`src/rtl/tape_pkg.sv`:
```
package tape_pkg;

  // Strobes issued by the control section to the datapath
  typedef struct packed {
    logic setDrive;   // raise reader drive
    logic clrDrive;   // drop reader drive
    logic setReady;   // raise reader ready
    logic setError;   // raise reader error
    logic clrFlags;   // data register read: clear ready and error
    logic loadByte;   // capture punch byte
  } tapeStrobes_t;

  localparam int DRIVE_BIT = 2;

endpackage

```
`src/rtl/tape_ctrl.sv`:
```
module tape_ctrl
  import tape_pkg::*;
#(
  parameter int SETTLE_CYC = 1500,
  parameter int PULSE_CYC  = 10
) (
  input  logic         clk,
  input  logic         rstN,
  input  logic         ctlWr,
  input  logic         driveBit,
  input  logic         dataRd,
  input  logic         dav,
  input  logic         sysOk,
  input  logic         punWr,
  output tapeStrobes_t strobes,
  output logic         punchCmd
);

  localparam int SW = $clog2(SETTLE_CYC + 1);
  localparam int PW = $clog2(PULSE_CYC + 1);

  logic          davPrev;
  logic          wrTaken;
  logic          davRise;
  logic          wrEnd;
  logic          settleBusy;
  logic [SW-1:0] settleCnt;
  logic          settleDone;
  logic          pulseOn;
  logic [PW-1:0] pulseCnt;

  assign davRise    = dav & ~davPrev;
  assign wrEnd      = wrTaken & ~punWr;
  assign settleDone = settleBusy && (settleCnt == '0);

  always_comb begin
    strobes          = '0;
    strobes.setDrive = ctlWr & driveBit;
    strobes.clrDrive = davRise & ~settleBusy;
    strobes.setError = davRise & ~settleBusy & ~sysOk;
    strobes.setReady = settleDone & sysOk;
    strobes.clrFlags = dataRd;
    strobes.loadByte = punWr & ~pulseOn;
  end

  // Edge history
  always_ff @(posedge clk or negedge rstN) begin
    if (!rstN) begin
      davPrev <= 1'b0;
      wrTaken <= 1'b0;
    end else begin
      davPrev <= dav;
      wrTaken <= strobes.loadByte;
    end
  end

  // Reader settling timer
  always_ff @(posedge clk or negedge rstN) begin
    if (!rstN) begin
      settleBusy <= 1'b0;
      settleCnt  <= '0;
    end else if (settleBusy) begin
      if (settleCnt == '0) settleBusy <= 1'b0;
      else                 settleCnt  <= settleCnt - 1'b1;
    end else if (davRise) begin
      settleBusy <= 1'b1;
      settleCnt  <= SW'(SETTLE_CYC - 1);
    end
  end

  // Punch command one-shot
  always_ff @(posedge clk or negedge rstN) begin
    if (!rstN) begin
      pulseOn  <= 1'b0;
      pulseCnt <= '0;
    end else if (pulseOn) begin
      if (pulseCnt == '0) pulseOn  <= 1'b0;
      else                pulseCnt <= pulseCnt - 1'b1;
    end else if (wrEnd) begin
      pulseOn  <= 1'b1;
      pulseCnt <= PW'(PULSE_CYC - 1);
    end
  end

  assign punchCmd = pulseOn;

  // Independent age counters for the checks below
  int settleAge;
  int pulseAge;
  always_ff @(posedge clk or negedge rstN) begin
    if (!rstN) begin
      settleAge <= 0;
      pulseAge  <= 0;
    end else begin
      settleAge <= settleBusy ? settleAge + 1 : 0;
      pulseAge  <= pulseOn ? pulseAge + 1 : 0;
    end
  end

  AST_SETTLE_WINDOW: assert property (@(posedge clk) disable iff (!rstN)
    settleAge <= SETTLE_CYC);
  AST_PULSE_WIDTH: assert property (@(posedge clk) disable iff (!rstN)
    pulseAge <= PULSE_CYC);
  AST_PULSE_FULL: assert property (@(posedge clk) disable iff (!rstN)
    $fell(pulseOn) |-> $past(pulseAge) == PULSE_CYC - 1);

endmodule

```
`src/rtl/tape_datapath.sv`:
```
module tape_datapath
  import tape_pkg::*;
(
  input  logic         clk,
  input  logic         rstN,
  input  tapeStrobes_t strobes,
  input  logic [7:0]   wrData,
  input  logic         punchCmd,
  input  logic         punTapeErr,
  input  logic         punTapeLow,
  input  logic         punSysReady,
  output logic         rdrDrive,
  output logic         rdrReady,
  output logic         rdrError,
  output logic [7:0]   punchByte,
  output logic         punError,
  output logic         punReady
);

  always_ff @(posedge clk or negedge rstN) begin
    if (!rstN) begin
      rdrDrive <= 1'b0;
    end else if (strobes.clrDrive) begin
      rdrDrive <= 1'b0;
    end else if (strobes.setDrive) begin
      rdrDrive <= 1'b1;
    end
  end

  always_ff @(posedge clk or negedge rstN) begin
    if (!rstN) begin
      rdrReady <= 1'b0;
      rdrError <= 1'b0;
    end else begin
      if (strobes.setReady)      rdrReady <= 1'b1;
      else if (strobes.clrFlags) rdrReady <= 1'b0;
      if (strobes.setError)      rdrError <= 1'b1;
      else if (strobes.clrFlags) rdrError <= 1'b0;
    end
  end

  always_ff @(posedge clk or negedge rstN) begin
    if (!rstN) begin
      punchByte <= '0;
      punError  <= 1'b0;
    end else begin
      if (strobes.loadByte) punchByte <= wrData;
      punError <= punTapeErr | punTapeLow | ~punSysReady;
    end
  end

  assign punReady = ~punchCmd & ~punError;

  AST_DRIVE_DROP: assert property (@(posedge clk) disable iff (!rstN)
    strobes.clrDrive |=> !rdrDrive);
  AST_BYTE_HELD: assert property (@(posedge clk) disable iff (!rstN)
    punchCmd |=> $stable(punchByte));
  AST_READY_STICKS: assert property (@(posedge clk) disable iff (!rstN)
    (rdrReady && !strobes.clrFlags) |=> rdrReady);

endmodule

```
`src/rtl/tape_sequencer.sv`:
```
module tape_sequencer
  import tape_pkg::*;
#(
  parameter int CLK_HZ    = 1_000_000,
  parameter int SETTLE_US = 1500,
  parameter int PULSE_US  = 10
) (
  input  logic       clk,
  input  logic       rstN,
  input  logic       rdrCtlWr,
  input  logic       rdrDataRd,
  input  logic       punWr,
  input  logic [7:0] wrData,
  input  logic       rdrDav,
  input  logic       rdrRun,
  input  logic       rdrPower,
  input  logic       punTapeErr,
  input  logic       punTapeLow,
  input  logic       punSysReady,
  output logic       rdrDrive,
  output logic       rdrReady,
  output logic       rdrError,
  output logic [7:0] punchByte,
  output logic       punchCmd,
  output logic       punError,
  output logic       punReady
);

  localparam int CLK_KHZ    = CLK_HZ / 1000;
  localparam int SETTLE_CYC = CLK_KHZ * SETTLE_US / 1000;
  localparam int PULSE_CYC  = CLK_KHZ * PULSE_US / 1000;

  tapeStrobes_t strobes;
  logic         sysOk;

  assign sysOk = rdrRun & rdrPower;

  tape_ctrl #(
    .SETTLE_CYC(SETTLE_CYC),
    .PULSE_CYC (PULSE_CYC)
  ) uCtrl (
    .clk     (clk),
    .rstN    (rstN),
    .ctlWr   (rdrCtlWr),
    .driveBit(wrData[DRIVE_BIT]),
    .dataRd  (rdrDataRd),
    .dav     (rdrDav),
    .sysOk   (sysOk),
    .punWr   (punWr),
    .strobes (strobes),
    .punchCmd(punchCmd)
  );

  tape_datapath uData (
    .clk        (clk),
    .rstN       (rstN),
    .strobes    (strobes),
    .wrData     (wrData),
    .punchCmd   (punchCmd),
    .punTapeErr (punTapeErr),
    .punTapeLow (punTapeLow),
    .punSysReady(punSysReady),
    .rdrDrive   (rdrDrive),
    .rdrReady   (rdrReady),
    .rdrError   (rdrError),
    .punchByte  (punchByte),
    .punError   (punError),
    .punReady   (punReady)
  );

  AST_READY_NEEDS_SYS: assert property (@(posedge clk) disable iff (!rstN)
    $rose(rdrReady) |-> $past(rdrRun && rdrPower));

endmodule

```
`config.mk`:
```
export PLATFORM = sky130hd
export DESIGN_NAME = tape_sequencer
export DESIGN_NICKNAME = d
export VERILOG_FILES = /design/src/rtl/tape_pkg.sv /design/src/rtl/tape_ctrl.sv /design/src/rtl/tape_datapath.sv /design/src/rtl/tape_sequencer.sv
export SDC_FILE = /design/constraint.sdc
export NUM_CORES = 1
export LEC_CHECK = 0
export CAP_MARGIN = 0
export CORE_ASPECT_RATIO = 0.5
export CORE_UTILIZATION = 51
export CTS_BUF_LIST = sky130_fd_sc_hd__clkbuf_8
export CTS_CLUSTER_SIZE = 25
export DETAILED_ROUTE_END_ITERATION = 10
export PLACE_DENSITY = 0.78
export SYNTH_ARGS = -nofsm -noshare
export SYNTH_HDL_FRONTEND = slang
export SYNTH_SLANG_ARGS = --single-unit
```
`constraint.sdc`:
```
create_clock -name clk -period 3.09 [get_ports clk]
set_clock_uncertainty 0.15 [all_clocks]
set_input_delay 0.618 -clock clk [delete_from_list [all_inputs] [get_ports clk]]
set_output_delay 0.618 -clock clk [all_outputs]
set_load 0.1 [all_outputs]
```
==> results.ini <==
[detailed_routing]
drt-initial-drc-count=24
drc=0
wl_met1_um=1246
dr.pass1.iters=4
wl_met2_um=1091
drt_wl_total_um=2492
wl_met3_um=104
via_per_inst=5.314
vias=1031
postRouteAntennaNets=0
detail_route.wl_per_cell_um=12.85
top_layer=met4

[sta]
max_freq_mhz=478.3
tns_ns=0
min_period_ns=2.091
period_share=0.6767
hold_ws_ns=0.3513
hold_viol=0
rsz0062_at_grt=false
finalSetupViolations=0
relSlewSlack=0.5140
worst_pin_slew_ns=0.7275
drv_slew=0

[yosys]
synth_seq_cells=31
netlist_instances=121
synth_enable_flop_cells=0
postSynthAreaPerCell_um2=11.13
seq_area_frac_synth=0.5762
ys_warn_count=0
syn_area_mm2=0.001346
async_reset_ff_frac=1.000
synth-main-ff-cell=dfrtp_1
synth_cell_type_count=33
syn-num-nets=142

[critical_path]
crit_type=input port to flop
r2r-end=uCtrl.settleCnt[6]
crit_fanout=9
cp.arrival_ns=2.11
reg2reg_slack_ns=1.04
r2r_cells=6
end_kind=flop
start_kind=input port
cp.required_ns=3.11
r2r-start=uCtrl.settleCnt[0]

[cts]
clock_latency_ns=0.28
cts_max_path_buffers=2
root_buffer=clkbuf_8
ctsHoldBuffers=0
clk_pin_slew_ns=0.06
cts_sinks=31
cts-resized-gates=0
cts_tree=done
post_cts_buffers=0
htreeDepth=2
cts_buffers=5

[global_routing]
grt_pass1_vias=928
grt_use_total=0.2105
grt_antenna_before_repair=0
grt_max_degree=32
grt_pass1_wl_um=4077
gr-total-overflow=0

[floorplan]
die_w_um=74.66
rows=12
dieArea_mm2=0.002862
io_pins=33
die-height_um=38.33
core-area_mm2=0.002357
start_util=0.5711

[pwr]
vdd.ir_drop.worst_uv=652.9
cellPowerDensity_mw_per_mm2=937.4
p_leak_nw=0.7571

[place]
place_hpwl_um=1761
port_buffers=32
globalplace.congestion=0.7713

[final_layout]
areaGrowthSynthToFinish_pct=30.95
nFillCells=166
nets=180
n_antenna_cell=0
drive_gt1_frac=0.2201
finalCoreUtilization=0.7479

[hold_path]
hold_class=flop to flop
holdCritStartpoint=uData.rdrDrive
holdPathEnd=uData.rdrDrive
holdPathStages=2

[flow_run]
drv_cap=0

[status]
status=finished clean

how the worst max path moves through the flow:
stage,from,to
final,punWr,uData.punchByte[2]
after global routing,uCtrl.settleCnt[0],uCtrl.settleCnt[6]
after global placement,punWr,uData.punchByte[1]
after CTS,punWr,uData.punchByte[5]
after floorplan,uCtrl.punchCmd,punReady
after detailed placement,punWr,uData.punchByte[0]
sequential cells by signal, summed over array words and instances, names as in the netlist:
register          flops
uCtrl.punchCmd        1
uCtrl.pulseCnt        4
uCtrl.settleCnt      11
uCtrl.davPrev         1
uData.rdrReady        1
uCtrl.wrTaken         1
uData.punchByte       8
uData.punError        1
uData.rdrDrive        1
uCtrl.settleBusy      1
uData.rdrError        1
per-stage QoR:
step	area, um2	std cells	power, W	setup slack (ns)
5_1_grt	1763	194	0.001730	0.9121
3_5_place_dp	1675	187	0.001346	0.7177
6_report	1763	194	0.001653	0.9991
3_3_place_gp	1675	187	0.001335	0.7442
4_1_cts	1763	194	0.001665	1.007
2_1_floorplan	1346	121	0.001174	0.1124
synthesized netlist by cell type, drive strengths merged (2+ instances only):
master | count | area, um2
a211o | 2 | 17.52
a21oi | 3 | 15.01
clkbuf | 2 | 7.510
dfrtp | 31 | 775.7
ha | 2 | 25.02
inv | 8 | 30.03
mux2 | 9 | 101.4
mux2i | 3 | 30.03
nand2 | 15 | 56.30
nand3 | 4 | 20.02
nand4 | 2 | 12.51
nor2 | 9 | 33.78
nor3 | 5 | 25.02
o21ai | 4 | 20.02
o31ai | 3 | 22.52
or3 | 2 | 12.51
logic make-up after synthesis:
group / after synthesis / synth area share
and+or+nand+nor: 45 / 0.1664
DFF: 31 / 0.5762
AOI/OAI and AO/OA: 20 / 0.1069
adders and majority gates: 2 / 0.01858
buffers and inverters: 10 / 0.02788
xor gates and xnor gates: 1 / 0.006507
muxes: 12 / 0.09759
cells in the final DEF (no fill, tap or decap):
cell type and count:
nand4_1 2, nand2_1 15, a41oi_1 1, nor3_1 5, clkinv_2 1, clkbuf_8 6, xnor2_1 1, or3_1 2
inv_1 8, a211oi_1 1, o31ai_1 3, nand3_1 4, clkdlybuf4s50_1 18, nand3b_1 1, nor2b_1 1, mux2_2 9
ha_1 2, o22ai_1 1, buf_4 15, o21ai_0 4, or4_1 1, mux2i_1 3, a31oi_1 1, a211o_1 2
and3_2 1, or3b_2 1, a21oi_1 3, o21a_1 1, a41o_1 1, dfrtp_1 31, nor4_1 1, a2111oi_2 1
and2_1 1, or4b_4 1, nor2_1 9, o211ai_1 1
final cells by class:
class                           count  area (um2)  share of cell area
Clock buffer                        6       82.58             0.04684
Timing Repair Buffer               33       292.8              0.1661
Multi-Input combinational cell     80       533.0              0.3023
Tap cell                           35       43.79             0.02484
Sequential cell                    31       775.7              0.4400
Clock inverter                      1       5.005            0.002839
Inverter                            8       30.03             0.01703
critical path: stages:
cell	delay (ns)
clkdlybuf4s50_1	0.47
nor2b_1	0.60
mux2_2	0.41
per-layer routing:
layer  GRT usage  vias up
met5           0        -
met4      0.1415        0
met3     0.07105        5
met2      0.3176       25
met1      0.2612      489
li1            -      512
power breakdown:
group,switching [W],total [W],internal (W)
Sequential,0.0000596,0.000558,0.000498
Combinational,0.000580,0.000780,0.000200
Clock,0.000141,0.000315,0.000174
Total,0.000781,0.00165,0.000872
(Power assumes the default switching activity.)
